`config.mk`:
```
export PLATFORM = sky130hd
export DESIGN_NAME = twi_target
export DESIGN_NICKNAME = d
export VERILOG_FILES = /design/src/rtl/twi_pkg.sv /design/src/rtl/twi_line_sync.sv /design/src/rtl/twi_byte_engine.sv /design/src/rtl/twi_target.sv
export SDC_FILE = /design/constraint.sdc
export NUM_CORES = 1
export LEC_CHECK = 0
export BUFFER_PORTS_ARGS = -buffer_cell sky130_fd_sc_hd__buf_2
export CAP_MARGIN = 15
export CORE_ASPECT_RATIO = 1.5
export CORE_MARGIN = 4
export CORE_UTILIZATION = 31
export CTS_BUF_LIST = sky130_fd_sc_hd__clkbuf_4 sky130_fd_sc_hd__clkbuf_8
export CTS_CLUSTER_SIZE = 25
export DETAILED_ROUTE_END_ITERATION = 8
export GPL_TIMING_DRIVEN = 0
export PLACE_DENSITY = 0.55
export SYNTH_ARGS = -nofsm -noshare
export SYNTH_HDL_FRONTEND = slang
export SYNTH_SLANG_ARGS = --single-unit
```
`constraint.sdc`:
```
create_clock -name clk -period 1.9 [get_ports clk]
set_input_delay 0.095 -clock clk [delete_from_list [all_inputs] [get_ports clk]]
set_output_delay 0.095 -clock clk [all_outputs]
set_load 0.02 [all_outputs]
```
`src/rtl/twi_pkg.sv`:
```
package twi_pkg;

  typedef enum logic [3:0] {
    ST_IDLE,
    ST_ADDR,
    ST_ACK_WAIT,
    ST_ACK_DRIVE,
    ST_RX,
    ST_TX,
    ST_TX_ACK,
    ST_TX_NEXT,
    ST_SKIP
  } twi_state_e;

  function automatic logic [7:0] shift_in(input logic [7:0] sh, input logic b);
    return {sh[6:0], b};
  endfunction

  function automatic logic addr_hit(input logic [7:0] frame, input logic [6:0] own);
    return frame[7:1] == own;
  endfunction

endpackage

```
`src/rtl/twi_line_sync.sv`:
```
module twi_line_sync #(
  parameter int STAGES = 2
) (
  input  logic clk,
  input  logic rst_n,
  input  logic scl_in,
  input  logic sda_in,
  output logic sda_s,
  output logic scl_rise,
  output logic scl_fall,
  output logic start_det,
  output logic stop_det
);
  logic [STAGES-1:0] scl_p, sda_p;
  logic              scl_q, sda_q;
  logic              scl_s;

  always_ff @(posedge clk or negedge rst_n) begin
    if (!rst_n) begin
      scl_p <= '1;
      sda_p <= '1;
      scl_q <= 1'b1;
      sda_q <= 1'b1;
    end else begin
      scl_p <= {scl_p[STAGES-2:0], scl_in};
      sda_p <= {sda_p[STAGES-2:0], sda_in};
      scl_q <= scl_p[STAGES-1];
      sda_q <= sda_p[STAGES-1];
    end
  end

  assign scl_s     = scl_p[STAGES-1];
  assign sda_s     = sda_p[STAGES-1];
  assign scl_rise  = scl_s & ~scl_q;
  assign scl_fall  = ~scl_s & scl_q;
  assign start_det = scl_s & scl_q & sda_q & ~sda_s;
  assign stop_det  = scl_s & scl_q & ~sda_q & sda_s;

endmodule

```
`src/rtl/twi_byte_engine.sv`:
```
module twi_byte_engine
  import twi_pkg::*;
(
  input  logic       clk,
  input  logic       rst_n,
  input  logic       sda_s,
  input  logic       scl_rise,
  input  logic       scl_fall,
  input  logic       start_det,
  input  logic       stop_det,
  input  logic [6:0] own_addr,
  input  logic [7:0] thr_q,
  output logic       sda_oe,
  output logic       addr_match,
  output logic       addr_miss,
  output logic       rw_bit,
  output logic       rx_done,
  output logic [7:0] rx_byte,
  output logic       tx_load,
  output logic       tx_acked
);
  twi_state_e state;
  logic [3:0] bitcnt;
  logic [7:0] sh;
  logic       dir_r;
  logic [7:0] nxt;
  logic       last_in;

  assign nxt        = shift_in(sh, sda_s);
  assign last_in    = scl_rise && (bitcnt == 4'd7);
  assign addr_match = (state == ST_ADDR) && last_in && addr_hit(nxt, own_addr);
  assign addr_miss  = (state == ST_ADDR) && last_in && !addr_hit(nxt, own_addr);
  assign rw_bit     = nxt[0];
  assign rx_done    = (state == ST_RX) && last_in;
  assign rx_byte    = nxt;
  assign tx_acked   = (state == ST_TX_ACK) && scl_rise;
  assign tx_load    = scl_fall && (((state == ST_ACK_DRIVE) && dir_r) || (state == ST_TX_NEXT));

  always_ff @(posedge clk or negedge rst_n) begin
    if (!rst_n) begin
      state  <= ST_IDLE;
      bitcnt <= '0;
      sh     <= '0;
      dir_r  <= 1'b0;
      sda_oe <= 1'b0;
    end else if (start_det) begin
      state  <= ST_ADDR;
      bitcnt <= '0;
      sda_oe <= 1'b0;
    end else if (stop_det) begin
      state  <= ST_IDLE;
      sda_oe <= 1'b0;
    end else begin
      unique case (state)
        ST_ADDR, ST_RX: if (scl_rise) begin
          sh     <= nxt;
          bitcnt <= bitcnt + 4'd1;
          if (bitcnt == 4'd7) begin
            if (state == ST_RX) state <= ST_ACK_WAIT;
            else if (addr_hit(nxt, own_addr)) begin
              dir_r <= nxt[0];
              state <= ST_ACK_WAIT;
            end else state <= ST_SKIP;
          end
        end
        ST_ACK_WAIT: if (scl_fall) begin
          sda_oe <= 1'b1;
          state  <= ST_ACK_DRIVE;
        end
        ST_ACK_DRIVE, ST_TX_NEXT: if (scl_fall) begin
          bitcnt <= '0;
          if (tx_load) begin
            sh     <= thr_q;
            sda_oe <= ~thr_q[7];
            state  <= ST_TX;
          end else begin
            sda_oe <= 1'b0;
            state  <= ST_RX;
          end
        end
        ST_TX: begin
          if (scl_rise) bitcnt <= bitcnt + 4'd1;
          else if (scl_fall) begin
            if (bitcnt == 4'd8) begin
              sda_oe <= 1'b0;
              state  <= ST_TX_ACK;
            end else begin
              sh     <= sh << 1;
              sda_oe <= ~sh[6];
            end
          end
        end
        ST_TX_ACK: if (scl_rise) state <= sda_s ? ST_SKIP : ST_TX_NEXT;
        default: ;
      endcase
    end
  end

  assert_quiet_unaddressed_R2: assert property (@(posedge clk) disable iff (!rst_n)
    (state == ST_IDLE || state == ST_ADDR || state == ST_SKIP) |-> !sda_oe);

  assert_nack_releases_R7: assert property (@(posedge clk) disable iff (!rst_n)
    (tx_acked && sda_s && !start_det && !stop_det) |=> (!sda_oe && state == ST_SKIP));

endmodule

```
`src/rtl/twi_target.sv`:
```
module twi_target #(
  parameter int SYNC_STAGES = 2
) (
  input  logic       clk,
  input  logic       rst_n,
  input  logic       scl_in,
  input  logic       sda_in,
  output logic       sda_oe,
  input  logic [6:0] own_addr,
  input  logic       thr_wr,
  input  logic [7:0] thr_data,
  input  logic       rhr_rd,
  output logic [7:0] rhr_data,
  input  logic       stat_rd,
  output logic       acc_active,
  output logic       acc_dir,
  output logic       acc_end,
  output logic       tx_ready,
  output logic       rx_ready,
  output logic       rx_overrun
);
  logic       sda_s, scl_rise, scl_fall, start_det, stop_det;
  logic       addr_match, addr_miss, rw_bit, rx_done, tx_load, tx_acked;
  logic [7:0] rx_byte;
  logic [7:0] thr_q;
  logic       access_ends;

  twi_line_sync #(.STAGES(SYNC_STAGES)) u_sync (
    .clk(clk), .rst_n(rst_n), .scl_in(scl_in), .sda_in(sda_in),
    .sda_s(sda_s), .scl_rise(scl_rise), .scl_fall(scl_fall),
    .start_det(start_det), .stop_det(stop_det)
  );

  twi_byte_engine u_engine (
    .clk(clk), .rst_n(rst_n), .sda_s(sda_s), .scl_rise(scl_rise),
    .scl_fall(scl_fall), .start_det(start_det), .stop_det(stop_det),
    .own_addr(own_addr), .thr_q(thr_q), .sda_oe(sda_oe),
    .addr_match(addr_match), .addr_miss(addr_miss), .rw_bit(rw_bit),
    .rx_done(rx_done), .rx_byte(rx_byte), .tx_load(tx_load), .tx_acked(tx_acked)
  );

  assign access_ends = acc_active && (stop_det || addr_miss);

  always_ff @(posedge clk or negedge rst_n) begin
    if (!rst_n) begin
      thr_q      <= '0;
      rhr_data   <= '0;
      acc_active <= 1'b0;
      acc_dir    <= 1'b0;
      acc_end    <= 1'b0;
      tx_ready   <= 1'b1;
      rx_ready   <= 1'b0;
      rx_overrun <= 1'b0;
    end else begin
      if (thr_wr) thr_q <= thr_data;

      if (addr_match) begin
        acc_active <= 1'b1;
        acc_dir    <= rw_bit;
      end else if (stop_det || addr_miss) acc_active <= 1'b0;

      if (access_ends) acc_end <= 1'b1;
      else if (stat_rd) acc_end <= 1'b0;

      if (tx_load) tx_ready <= 1'b0;
      else if (tx_acked) tx_ready <= 1'b1;

      if (rx_done) begin
        rhr_data <= rx_byte;
        rx_ready <= 1'b1;
      end else if (rhr_rd) rx_ready <= 1'b0;

      if (rx_done && rx_ready && !rhr_rd) rx_overrun <= 1'b1;
      else if (stat_rd) rx_overrun <= 1'b0;
    end
  end

  assert_dir_hold_R3: assert property (@(posedge clk) disable iff (!rst_n)
    !addr_match |=> $stable(acc_dir));

  assert_rx_flag_R4: assert property (@(posedge clk) disable iff (!rst_n)
    rx_done |=> rx_ready);

  assert_overrun_cause_R5: assert property (@(posedge clk) disable iff (!rst_n)
    $rose(rx_overrun) |-> $past(rx_ready));

  assert_tx_flag_clear_R6: assert property (@(posedge clk) disable iff (!rst_n)
    tx_load |=> !tx_ready);

  assert_end_on_fall_R8: assert property (@(posedge clk) disable iff (!rst_n)
    $fell(acc_active) |-> acc_end);

endmodule

```
Yosys cells after proc, flatten, opt, wreduce, memory -nomap -nowiden --
Cells that the tools add are included.
Word-level totals: register bits after elaboration 45, bits in latches 0, memory bits (writable) 0, bits in read-only memories 0, input bits 22, logic and storage cells 138, memories 0
Cells by class: add/subtract/negate cells 1, multipliers 0, divide/modulo/power cells 0, order comparisons 0, equality and inequality tests 27, shifts and indexed selects 0, multiplexer cells 45, bitwise logic cells 16, reductions and logical operators 32
Operator list (number):
- two-way mux 4 bit | 17
- two-way mux 7 bit | 6
- != test 4 x 3 -> 1 bit, second input constant | 7
- one-hot mux 7 bit (3 select lines) | 1
- equality test 4 x 3 -> 1 bit, second input constant | 5
- one-hot mux 4 bit (5 select lines) | 1
- two-way mux 1 bit | 18
- AND reduction 9 bit | 2
- logical AND 1 bit | 11
- nonzero test 2 bit | 5
- NOT 1 bit | 9
- equality test 4 x 2 -> 1 bit, second input constant | 2
- != test 2 bit, second input constant | 4
- one-hot mux 4 bit (2 select lines) | 1
- bitwise AND 1 bit | 7
- equality test 7 bit | 1
- AND reduction 7 bit | 1
- nonzero test 7 bit | 1
- != test 2 x 1 -> 1 bit, second input constant | 3
- nonzero test 3 bit | 2
- AND reduction 5 bit | 1
- nonzero test 5 bit | 1
- adder 4 x 1 -> 4 bit, second input constant | 1
- equality test 4 x 1 -> 1 bit, second input constant | 1
- 10 further kinds | 13

Depth between registers and ports, before layout --
Gate-level depths: netlist of the first run.
word-level depth 9, gate-level depth with buffers 7, gate-level depth less buffers 7

Cells and area by module --
Synthesis of the first run repeated with hierarchy kept, for this count alone.
Unflattened totals: cells, all modules 201, area total of the unflattened synthesis 2327.2 sq um
By module, submodules not included:
- twi_byte_engine | times used 1, cells each 140, area each 1253.7 sq um, sequential area each 425.4 sq um
- twi_target | times used 1, cells each 51, area each 883.3 sq um, sequential area each 551.8 sq um
- twi_line_sync | times used 1, cells each 10, area each 190.2 sq um, sequential area each 157.7 sq um

Least setup slack after synthesis of the first run --
Ideal clock, no wire load.
path type register to register, start register u_engine.bitcnt[0], end register acc_dir, library setup time 0.125 ns, arrival time 1.635 ns, required time 1.775 ns, setup slack 0.141 ns, stages on the path, launching flop included 7, clock period less this slack 1.759 ns, cells stage by stage dfrtp_1 > ha_1 > nand2_1 > nor4_2 > nand3_1 > nor2_1 > mux2_2
Between the ends: word-level cells in the longest chain between the ends 4
Ends and longest elaborated chain:
- start, declared | line twi_byte_engine.sv:23 | logic [3:0] bitcnt;
- start signal, assigned | line twi_byte_engine.sv:57 | bitcnt <= bitcnt + 4'd1;
- start signal, assigned | line twi_byte_engine.sv:82 | if (scl_rise) bitcnt <= bitcnt + 4'd1;
- equality test 4 x 3 -> 1 bit | line twi_byte_engine.sv:30 | assign last_in = scl_rise && (bitcnt == 4'd7);
- logical AND 1 bit | line twi_byte_engine.sv:30
- logical AND 1 bit (2 in series) | line twi_byte_engine.sv:31 | assign addr_match = (state == ST_ADDR) && last_in && addr_hit(nxt, own_addr);
- end signal, assigned | line twi_target.sv:59 | acc_dir <= rw_bit;
- end, declared | line twi_target.sv:16 | output logic acc_dir,
Every way passes these cells. A chain may end at the register's enable or synchronous reset.

Final worst setup path of the first run --
start register u_sync.scl_p[1], end register u_engine.sh[1]
Between the ends: word-level cells in the longest chain between the ends 5, elaborated cells between the ends (all ways) 17
Ends and longest elaborated chain:
- start, declared | line twi_line_sync.sv:14 | logic [STAGES-1:0] scl_p, sda_p;
- start signal, assigned | line twi_line_sync.sv:25 | scl_p <= {scl_p[STAGES-2:0], scl_in};
- bitwise AND 1 bit or NOT 1 bit (tied branches) | line twi_line_sync.sv:36, twi_line_sync.sv:37, twi_line_sync.sv:35
- bitwise AND 1 bit, on equally long branches | line twi_line_sync.sv:37, twi_line_sync.sv:35, twi_line_sync.sv:36
- bitwise AND 1 bit, or another cell as far along | line twi_line_sync.sv:37 | assign stop_det = scl_s & scl_q & ~sda_q & sda_s;
- NOT 1 bit (no line) or != test 2 bit (tied branches)
- AND reduction 9 bit (no line) *
- end signal, assigned | line twi_byte_engine.sv:56 | sh <= nxt;
- end signal, assigned | line twi_byte_engine.sv:73 | sh <= thr_q;
- end signal, assigned | line twi_byte_engine.sv:88 | sh <= sh << 1;
- end, declared | line twi_byte_engine.sv:24 | logic [7:0] sh;
Every way passes the cells marked *; elsewhere a longest branch is shown, timed or not.

==> summary.txt, run 1 <==
Die
  • Core outline area: about 7200 sq um
  • # rows: 38
  • Horiz. Die Dim: 78.3 um
  • Num ports: 37
  • Die Ht: 113 um
  • Die ar.: 8880 sq um
  • Starting Density: 0.318

Yosys
  • FFs w/ async S/R, synth: 1.00
  • Yosys Warn Count: 0
  • Mapped Cells: 206
  • Synth Flop Type: dfrtp_1
  • Synth unique cells: around 50
  • Post-synthesis sequential area ratio: 0.494
  • Post-synth EDFFs: 0
  • Mapped Area: between 2000 and 2500 sq um
  • Seq cells post-synth: 45
  • Syn nets: 230
  • Avg Cell Area, Syn: ~11 sq um

Clock network
  • H-Tree Depth: 2
  • Root Buffer: clkbuf_8
  • CTS tree: yes
  • Clock-pin slew on the worst setup and hold paths: about 0.08 ns
  • Sink Count: 45
  • Worst-Skew Late Latency: approximately 0.29 ns
  • TritonCTS Buffers: 5
  • Max Root-Sink Buffers: 2

Place
  • Post-DP Area: roughly 2600 sq um
  • Port buffer count: 35
  • Placer Congestion: about 0.85
  • Pre-CTS setup slack: -0.111 ns
  • Dpl hpwl: around 3900 um

Timing
  • Tcrit/Tclk final: 0.960
  • Final Hold Fails: 0
  • Setup Skew: ~0.0032 ns
  • Upper clock frequency limit: approximately 550 MHz
  • Worst-Margin Slew: 0.992 ns
  • Relative slew slack: 0.338
  • Final setup vio count: 0
  • Period minus WS final: approximately 1.8 ns
  • Final slew viol count: 0
  • Fin worst setup slack: 0.0764 ns
  • Hold WS: around 0.027 ns

Route
  • Drt initial violations: 88
  • Average routed wire per standard cell: about 15 um
  • Routed Antenna Nets: 0
  • Routed vias/inst: just under 5
  • Routed wire length: 5350 um
  • Via count: around 1800
  • DRC: 0
  • First drt pass iteration count: 4

Critical path
  • R2r setup slk: 0.08 ns
  • Crit path cell chain: nor2b_4 -> o21ai_0 -> a21oi_1 -> o211a_1 -> buf_4 -> mux2_1
  • Setup CP Type: register to register
  • Req. time, crit path: roughly 2.1 ns
  • Critical Path AT: ~2.0 ns
  • Setup crit start kind: register
  • Worst R2R Start: u_sync.scl_p[1]$_DFF_PN1_
  • FF-to-FF End: u_engine.sh[1]$_DFFE_PN0P_
  • Crit. End Element: register
  • CP max-delay cell: dfstp_2
  • R2R depth: 6
  • CP peak stage delay: slightly above 0.6 ns
  • Critical Path Fanout Max: 7

Min path
  • Hold WC Path Type: primary input to register
  • Hold Path Depth: 2
  • Worst Hold Path EP: thr_q[6]$_DFFE_PN0P_
  • Worst hold start: thr_data[6]

Finish
  • Nets: roughly 280
  • Final core occ: 0.399
  • Share of layout cells above drive strength 1: 0.412
  • Design area: a little under 3000 sq um
  • Fill cells: approximately 740
  • Area Growth Syn to Fin: 25.5%
  • ANT cells: 0

Global route
  • Initial antenna violation count: 0
  • Gr usage total: 0.126
  • Vias in the first global route: 1747
  • Largest net degree at the start of global routing: between 40 and 50
  • GRT overflow: 0
  • First-pass GRT wire length: a little under 9000 um

Power
  • Pwr Total: 2.93 mW
  • Sw Share: 0.343
  • Net Switching: about 1.0 mW
  • Reg power frac: 0.406
  • P_int: approximately 1.9 mW
  • P per Cell Area: between 1000 and 1500 nW/um^2
  • Pleak: around 1.3 nW
  • Clock power share: 0.251
  • Logic pwr share: 0.344
  • Worst vdd ir: around 0.00072 V

Status
  • Status: finished, final reports clean

Job
  • Max-cap check violation count: 0
[kinds of logic (layout without fill, tap and decap cells)]
group | Yosys count | in the layout | synth area share
AO/OA/AOI/OAI | 46 | 46 | 0.138
XOR/XNOR | 9 | 9 | 0.0343
multiplexers | 32 | 32 | 0.156
AND/OR/NAND/NOR | 51 | 51 | 0.125
buffers and inverters | 21 | 75 | 0.0414
adder cells (fa/ha/maj) | 2 | 2 | 0.0109
flip-flops | 45 | 45 | 0.494
[stage by stage]
step           TNS (ns)  instances
6_report              0        360
5_1_grt        -0.00266        360
4_1_cts               0        354
3_5_place_dp      -1.01        341
3_3_place_gp     -0.808        341
2_1_floorplan         0        206
[per-layer routing]
metal,track usage,part of all wire,up-vias
met5,0,0,-
met3,0.0213,0.034,12
met1,0.143,0.39,855
met2,0.231,0.54,48
met4,0.0513,0.032,0
li1,-,-,845
[registers in the layout (all words and copies together) (netlist names), 2 cells and up]
signal and count:
u_engine.sh 7, u_engine.state 4, rhr_data 8, u_engine.bitcnt 4, u_sync.sda_p 2, u_sync.scl_p 2, thr_q 8
[power by group through the flow]
stage / Clock, mW / Combinational [mW] / Sequential, mW
after global routing: 0.793 / 1.11 / 1.21
after floorplan: 0 / 0.681 / 1.18
after CTS: 0.759 / 0.906 / 1.19
after detailed placement: 0 / 0.882 / 1.21
final: 0.735 / 1.01 / 1.19
after global placement: 0 / 0.867 / 1.21
[cell usage after synthesis, drive strengths merged (2+ instances only)]
cell type | n | share of area
dfstp | 7 | 0.080
nor4 | 3 | 0.011
a211oi | 2 | 0.012
nand2 | 12 | 0.020
mux2i | 2 | 0.0087
ha | 2 | 0.011
inv | 11 | 0.018
dfrtp | 38 | 0.41
a21oi | 9 | 0.020
xor2 | 6 | 0.023
nor2 | 11 | 0.018
nor2b | 5 | 0.015
o21ai | 16 | 0.035
nand2b | 6 | 0.020
buf | 8 | 0.020
o21bai | 2 | 0.0065
o22ai | 5 | 0.014
clkbuf | 2 | 0.0038
nand4 | 2 | 0.0054
xnor2 | 3 | 0.011
mux2 | 30 | 0.15
nor3 | 2 | 0.0044
nand3 | 3 | 0.0087
[layout make-up]
class / count / area, sq um / area share
sequential: 45 / 1140 / 0.394
clock buffer: 6 / 76.3 / 0.0265
inverter: 11 / 41.3 / 0.0143
buffer: 9 / 48.8 / 0.0169
timing repair buffer: 47 / 269 / 0.0933
tap: 100 / 125 / 0.0434
multi-input combinational: 140 / 1150 / 0.399
clock inverter: 2 / 35.0 / 0.0121
[worst max-delay path by stage]
stage                                               from  cells past startpoint  slack (ns)                    endpoint
after floorplan           u_engine.bitcnt[0]$_DFFE_PN0P_                      6        0.14         acc_dir$_DFFE_PN0P_
after global placement    u_engine.bitcnt[0]$_DFFE_PN0P_                      6       -0.07         acc_dir$_DFFE_PN0P_
after detailed placement  u_engine.bitcnt[0]$_DFFE_PN0P_                      5       -0.11     rhr_data[2]$_DFFE_PN0P_
after CTS                         u_sync.scl_q$_DFF_PN1_                      6       0.002  u_engine.sh[1]$_DFFE_PN0P_
after global routing       u_engine.state[3]$_DFFE_PN0P_                      5      -0.003     rhr_data[0]$_DFFE_PN0P_
final                          u_sync.scl_p[1]$_DFF_PN1_                      6        0.08  u_engine.sh[1]$_DFFE_PN0P_
[repair_timing]
action	in CTS	in global routing
hold buffers	4	0
pin swaps	2	4
resized for setup	5	16
endpoints found under the setup margin	18	14
buffers inserted	1	7
cloned	0	0
hold endpoints to repair	9	0
[cell usage in the layout (no fill, tap or decap), types with 6 or more instances in the layout]
master	n
buf_4	8
o21ai_0	13
xor2_1	6
mux2_2	20
buf_2	41
inv_1	11
mux2_1	10
nand2_1	11
dfrtp_1	36
a21oi_1	9
nor2_1	9
dfstp_2	7
[critical path, delay by kind of cell, from the launching register on]
| family | cells | cell delay, ns |
|---|---|---|
| muxes | 1 | 0.33 |
| AOI/OAI and AO/OA | 3 | 0.40 |
| DFF | 1 | 0.61 |
| buffers and inverters | 1 | 0.16 |
| and+or+nand+nor | 1 | 0.21 |
Note: power is estimated with default switching activity, not from simulation.
==> run 2, diff against run 1 <==
--- a/config.mk
+++ b/config.mk
@@ -9,12 +9,12 @@
 export CAP_MARGIN = 15
 export CORE_ASPECT_RATIO = 1.5
 export CORE_MARGIN = 4
-export CORE_UTILIZATION = 31
+export CORE_UTILIZATION = 30
 export CTS_BUF_LIST = sky130_fd_sc_hd__clkbuf_4 sky130_fd_sc_hd__clkbuf_8
 export CTS_CLUSTER_SIZE = 25
 export DETAILED_ROUTE_END_ITERATION = 8
 export GPL_TIMING_DRIVEN = 0
-export PLACE_DENSITY = 0.55
+export PLACE_DENSITY = 0.54
 export SYNTH_ARGS = -nofsm -noshare
 export SYNTH_HDL_FRONTEND = slang
 export SYNTH_SLANG_ARGS = --single-unit
==> run 2 against run 1 <==
  * Maximum frequency down 1.3%
  * First-iteration DRC count down 34%
  * Via count fell by 1.4%
  * Hold slack worse by 0.020 ns
  * Clock power fell by 20%
  * Clock skew grew 0.0034 ns
  * Critical path type unchanged
  * Largest power group unchanged
  * Combinational power is essentially flat
  * Critical path depth is the same
==> summary.txt, run 2 (synthesis results as in run 1) <==
Timing
  • Final setup vio count: 0 (unchanged)
  • Final slew viol count: 0 (unchanged)
  • Tcrit/Tclk final: 0.972 (was 0.960)
  • RSZ-0062 raised after global routing: true
  • Worst-Margin Slew: 1.01 ns (was 0.992 ns)
  • Setup Skew: 0.00662 ns (was 0.00319 ns)
  • Relative slew slack: 0.326 (was 0.338)
  • Period minus WS final: 1.85 ns (was 1.82 ns)
  • Hold WS: 0.00765 ns (was 0.0272 ns)
  • Fin worst setup slack: 0.0526 ns (was 0.0764 ns)
  • Final Hold Fails: 0 (unchanged)
  • Upper clock frequency limit: 541 MHz (was 548 MHz)

Clock network
  • Root Buffer: clkbuf_8 (unchanged)
  • Worst-Skew Late Latency: 0.31 ns (was 0.29 ns)
  • TritonCTS Buffers: 5 (unchanged)
  • Clock-pin slew on the worst setup and hold paths: 0.09 ns (was 0.08 ns)
  • Sink Count: 45 (unchanged)
  • H-Tree Depth: 2 (unchanged)
  • CTS tree: yes (unchanged)
  • Max Root-Sink Buffers: 2 (unchanged)

Critical path
  • Setup crit start kind: register (unchanged)
  • R2r setup slk: 0.05 ns (was 0.08 ns)
  • Crit. End Element: register (unchanged)
  • Setup CP Type: register to register (unchanged)
  • Req. time, crit path: 2.09 ns (was 2.08 ns)
  • Critical Path AT: 2.04 ns (was 2.00 ns)
  • Critical Path Fanout Max: 7 (unchanged)

Route
  • Via count: 1736 (was 1760)
  • Drt initial violations: 58 (was 88)
  • Average routed wire per standard cell: 14.9 um (about the same)
  • Routed vias/inst: 4.85 (was 4.89)
  • Routed wire length: 5330 um (was 5350 um)
  • First drt pass iteration count: 4 (unchanged)
  • DRC: 0 (unchanged)
  • Routed Antenna Nets: 0 (unchanged)

Finish
  • Design area: 2880 sq um (about the same)
  • Commonest non-fill, non-tap cell in the layout: buf_2 (unchanged)
  • Most frequent cells in the layout: 41 x buf_2, 37 x dfrtp_1, 20 x mux2_2, 13 x o21ai_0 (was 41 x buf_2, 36 x dfrtp_1, 20 x mux2_2, 13 x o21ai_0)
  • ANT cells: 0 (unchanged)
  • Area Growth Syn to Fin: 25.2% (was 25.5%)
  • Nets: 281 (was 283)
  • Final core occ: 0.390 (was 0.399)
  • Share of layout cells above drive strength 1: 0.407 (was 0.412)
  • Largest regs: rhr_data x8, thr_q x8, u_engine.sh x7 (unchanged)

Global route
  • Vias in the first global route: 1819 (was 1747)
  • GRT overflow: 0 (unchanged)
  • Initial antenna violation count: 0 (unchanged)
  • Gr usage total: 0.125 (was 0.126)
  • First-pass GRT wire length: 8860 um (was 8780 um)
  • Largest net degree at the start of global routing: 46 (unchanged)

Power
  • Worst vdd ir: 0.000658 V (was 0.000717 V)
  • Pleak: 1.32 nW (was 1.33 nW)
  • P per Cell Area: 961 nW/um^2 (was 1020 nW/um^2)
  • Pwr Total: 2.77 mW (was 2.93 mW)

Die
  • Horiz. Die Dim: 79.5 um (was 78.3 um)
  • Die Ht: 115 um (was 113 um)
  • Starting Density: 0.312 (was 0.318)
  • Core outline area: 7370 sq um (was 7230 sq um)
  • Die ar.: 9150 sq um (was 8880 sq um)
  • Num ports: 37 (unchanged)
  • # rows: 38 (unchanged)

Job
  • Max-cap check violation count: 0 (unchanged)

Place
  • Post-DP Area: 2600 sq um (unchanged)
  • Port buffer count: 35 (unchanged)
  • Dpl hpwl: 3910 um (was 3890 um)
  • Pre-CTS setup slack: -0.0786 ns (was -0.111 ns)
  • Placer Congestion: 0.790 (was 0.853)

Status
  • Status: finished, final reports clean (unchanged)

Min path
  • Hold WC Path Type: primary input to register (unchanged)
[run 2: cell count changes in the layout (fill, tap and decap cells not counted), sizes merged]
cell / previous run / this run
clkbuf: 8 / 6
dlymetal6s2s: 0 / 1
buf: 50 / 48
bufinv: 1 / 0
clkinv: 1 / 2
clkinvlp: 0 / 1
[run 2: through the flow]
stage	setup TNS, ns	std cells
finish	0	358
CTS	0	355
global route	-0.127	358
global placement	-0.879	341
floorplan	0	206
detailed placement	-0.830	341
[run 2: report_power, final]
group | leakage [nW] | switching, mW | internal (mW)
Clock | 0.0439 | 0.331 | 0.254
Combinational | 0.700 | 0.560 | 0.432
Sequential | 0.577 | 0.110 | 1.08
[run 2: critical path, stage by stage (launching register included)]
cell	delay [ns]
dfstp_2	0.64
nor2b_4	0.23
o21ai_0	0.10
a21oi_1	0.15
o211a_1	0.16
buf_6	0.13
mux2_1	0.32
[run 2: final timing paths]
| kind | from | to | cells past startpoint |
|---|---|---|---|
| hold reg to reg | u_sync.sda_p[0]$_DFF_PN1_ | u_sync.sda_p[1]$_DFF_PN1_ | 0 |
| max in group asynchronous | rst_n | u_engine.bitcnt[0]$_DFFE_PN0P_ | 2 |
| setup / recovery | u_sync.scl_p[1]$_DFF_PN1_ | u_engine.sh[0]$_DFFE_PN0P_ | 6 |
| hold / removal | thr_data[0] | thr_q[0]$_DFFE_PN0P_ | 3 |
| min in group asynchronous | rst_n | rhr_data[2]$_DFFE_PN0P_ | 2 |
| setup reg to reg | u_sync.scl_p[1]$_DFF_PN1_ | u_engine.sh[0]$_DFFE_PN0P_ | 6 |
[run 2: what timing repair did]
action / in CTS / in global routing
endpoints found under the hold margin: 42 / 0
endpoints found under the setup margin: 19 / 23
setup buffers: 2 / 4
resized for setup: 6 / 16
hold buffers: 4 / 0
pin swaps: 1 / 6
[run 2: layer usage]
layer / vias to the layer above / part of all wire / GRT usage
met5: - / 0 / 0
met4: 0 / 0.048 / 0.0757
met3: 15 / 0.037 / 0.0259
met2: 44 / 0.54 / 0.228
met1: 843 / 0.38 / 0.130
li1: 834 / - / -
[run 2: cell type report]
class / count / area, sq um
sequential: 45 / 1140
multi-input combinational: 140 / 1160
inverter: 11 / 41.3
buffer: 9 / 52.6
timing repair buffer: 45 / 278
fill: 756 / 4490
tap: 100 / 125
clock buffer: 5 / 68.8
clock inverter: 3 / 17.5
==> run 3, diff against run 2 <==
--- a/config.mk
+++ b/config.mk
@@ -14,7 +14,8 @@
 export CTS_CLUSTER_SIZE = 25
 export DETAILED_ROUTE_END_ITERATION = 8
 export GPL_TIMING_DRIVEN = 0
-export PLACE_DENSITY = 0.54
+export PLACE_DENSITY_LB_ADDON = 0.12
+export SETUP_SLACK_MARGIN = 0.02
 export SYNTH_ARGS = -nofsm -noshare
 export SYNTH_HDL_FRONTEND = slang
 export SYNTH_SLANG_ARGS = --single-unit
==> run 3 against run 2 <==
  * Final cell count increased by 2.0%
  * Sequential share of layout area decreased by 1.5 points
  * Power increased by 9.5%
  * Via count increased by 4.3%
  * Hold slack improved by 0.010 ns
  * Register-to-register slack about the same
  * Maximum frequency decreased by 0.63%
  * Critical endpoint is now u_engine.dir_r$_DFFE_PN0P_
==> summary.txt, run 3 (synthesis results as in run 1) <==
Power
  • Reg power frac: 0.390 (was 0.430)
  • Logic pwr share: 0.352 (was 0.358)
  • Pleak: 1.37 nW (was 1.32 nW)
  • Worst vdd ir: 0.000600 V (was 0.000658 V)
  • Net Switching: 1.04 mW (was 1.00 mW)
  • Clock power share: 0.258 (was 0.211)
  • P_int: 1.99 mW (was 1.77 mW)
  • P per Cell Area: 1010 nW/um^2 (was 961 nW/um^2)
  • Sw Share: 0.344 (was 0.362)

Critical path
  • Req. time, crit path: 2.09 ns (about the same)
  • Crit path cell chain: ha_4 -> nand2_2 -> nor4_4 -> nand3_2 -> nor2_2 -> mux2_2 (was nor2b_4 -> o21ai_0 -> a21oi_1 -> o211a_1 -> buf_6 -> mux2_1)
  • Crit path max-delay family: simple AND/OR/NAND/NOR gates (was flip-flops)
  • CP bufs+invs: 0 (was 1)
  • Setup crit start kind: register (unchanged)
  • Crit. End Element: register (unchanged)
  • Critical Path Fanout Max: 4 (was 7)
  • Critical Path AT: 2.05 ns (was 2.04 ns)
  • CP max-delay cell: dfrtp_1 (was dfstp_2)
  • CP peak stage delay: 0.44 ns (was 0.64 ns)
  • Setup CP Type: register to register (unchanged)

Min path
  • Hold WC Path Type: primary input to register (unchanged)

Clock network
  • Worst-Skew Late Latency: 0.31 ns (about the same)
  • Max Root-Sink Buffers: 2 (unchanged)
  • H-Tree Depth: 2 (unchanged)
  • CTS tree: yes (unchanged)
  • Sink Count: 45 (unchanged)
  • Clock-pin slew on the worst setup and hold paths: 0.10 ns (was 0.09 ns)
  • Root Buffer: clkbuf_8 (unchanged)
  • TritonCTS Buffers: 5 (unchanged)

Status
  • Status: finished, final reports clean (unchanged)

Die
  • Die ar.: 9150 sq um (unchanged)
  • Die Ht: 115 um (unchanged)
  • Starting Density: 0.312 (unchanged)
  • Horiz. Die Dim: 79.5 um (unchanged)
  • # rows: 38 (unchanged)
  • Core outline area: 7370 sq um (unchanged)
  • Num ports: 37 (unchanged)

Global route
  • Initial antenna violation count: 0 (unchanged)
  • Largest net degree at the start of global routing: 46 (unchanged)
  • GRT overflow: 0 (unchanged)
  • Gr usage total: 0.131 (was 0.125)
  • First-pass GRT wire length: 9150 um (was 8860 um)
  • Vias in the first global route: 1838 (was 1819)

Route
  • Routed vias/inst: 4.96 (was 4.85)
  • Routed Antenna Nets: 0 (unchanged)
  • DRC: 0 (unchanged)
  • Drt initial violations: 109 (was 58)
  • Via count: 1810 (was 1736)
  • Routed wire length: 5670 um (was 5330 um)
  • Average routed wire per standard cell: 15.5 um (was 14.9 um)
  • First drt pass iteration count: 4 (unchanged)

Finish
  • ANT cells: 0 (unchanged)
  • Design area: 2990 sq um (was 2880 sq um)
  • Nets: 288 (was 281)
  • Largest regs: rhr_data x8, thr_q x8, u_engine.sh x7 (unchanged)
  • Commonest non-fill, non-tap cell in the layout: buf_2 (unchanged)
  • Area Growth Syn to Fin: 30.2% (was 25.2%)
  • Most frequent cells in the layout: 41 x buf_2, 37 x dfrtp_1, 20 x mux2_2, 12 x buf_4, 12 x o21ai_0 (was 41 x buf_2, 37 x dfrtp_1, 20 x mux2_2, 13 x o21ai_0)
  • Share of layout cells above drive strength 1: 0.442 (was 0.407)

Timing
  • Period minus WS final: 1.86 ns (was 1.85 ns)
  • Final slew viol count: 0 (unchanged)
  • Setup Skew: 0.0182 ns (was 0.00662 ns)
  • Worst-Margin Slew: 0.511 ns (was 1.01 ns)
  • RSZ-0062 raised after global routing: true (unchanged)
  • Fin worst setup slack: 0.0408 ns (was 0.0526 ns)
  • Tcrit/Tclk final: 0.979 (was 0.972)
  • Final Hold Fails: 0 (unchanged)
  • Final setup vio count: 0 (unchanged)
  • Upper clock frequency limit: 538 MHz (was 541 MHz)
  • Relative slew slack: 0.660 (was 0.326)

Place
  • Dpl hpwl: 3990 um (was 3910 um)
  • Pre-CTS setup slack: -0.154 ns (was -0.0786 ns)
  • Placer Congestion: 0.879 (was 0.790)
  • Post-DP Area: 2600 sq um (unchanged)
  • Port buffer count: 35 (unchanged)

Job
  • Max-cap check violation count: 0 (unchanged)
run 3: power groups by stage:
| stage | registers, mW | logic (mW) | clock network, mW |
|---|---|---|---|
| 5_1_grt | 1.20 | 1.17 | 0.851 |
| 6_report | 1.18 | 1.07 | 0.782 |
| 4_1_cts | 1.19 | 0.980 | 0.817 |
| 2_1_floorplan | 1.18 | 0.681 | 0 |
| 3_3_place_gp | 1.21 | 0.891 | 0 |
| 3_5_place_dp | 1.21 | 0.892 | 0 |
run 3: final timing paths:
check | start | to | slack (ns) | depth (start not counted)
worst max-delay path | u_engine.bitcnt[0]$_DFFE_PN0P_ | u_engine.dir_r$_DFFE_PN0P_ | 0.04 | 6
worst min-delay path | thr_data[2] | thr_q[2]$_DFFE_PN0P_ | 0.02 | 2
worst max register to register | u_engine.bitcnt[0]$_DFFE_PN0P_ | u_engine.dir_r$_DFFE_PN0P_ | 0.04 | 6
worst min register to register | u_sync.scl_p[0]$_DFF_PN1_ | u_sync.scl_p[1]$_DFF_PN1_ | 0.35 | 0
max in group asynchronous | rst_n | u_sync.sda_q$_DFF_PN1_ | 1.08 | 3
min in group asynchronous | rst_n | u_engine.bitcnt[1]$_DFFE_PN0P_ | 0.24 | 2
run 3: repair_timing:
| item | 4_1_cts | 5_1_grt |
|---|---|---|
| endpoints found under the hold margin | 12 | 0 |
| endpoints found under the setup margin | 21 | 22 |
| pin swaps | 3 | 3 |
| hold buffers | 5 | 0 |
| buffers inserted | 7 | 4 |
| resized for setup | 14 | 15 |
run 3: layer usage:
| layer | track usage | up-vias | wire length [um] |
|---|---|---|---|
| met4 | 0.0722 | 0 | 199 |
| li1 | - | 850 | - |
| met3 | 0.0290 | 14 | 235 |
| met1 | 0.149 | 898 | 2230 |
| met5 | 0 | - | 0 |
| met2 | 0.224 | 48 | 3000 |
run 3: stage by stage:
step	hold WS [ns]	power (mW)	instances	utilization	setup TNS (ns)
after global placement	0.202	2.10	341	0.352	-1.73
after floorplan	-0.201	1.86	206	-	0
after CTS	0.00374	2.98	360	0.391	0
after global routing	0.00940	3.22	365	0.406	-0.424
after detailed placement	0.202	2.10	341	0.352	-1.50
final	0.0180	3.03	365	0.406	0
run 3: area by class of cell:
| type | count | area [sq um] |
|---|---|---|
| multi-input combinational | 140 | 1190 |
| tap | 100 | 125 |
| clock buffer | 7 | 90.1 |
| buffer | 9 | 52.6 |
| timing repair buffer | 52 | 328 |
| clock inverter | 1 | 30.0 |
| sequential | 45 | 1140 |
| fill | 752 | 4380 |
| inverter | 11 | 41.3 |
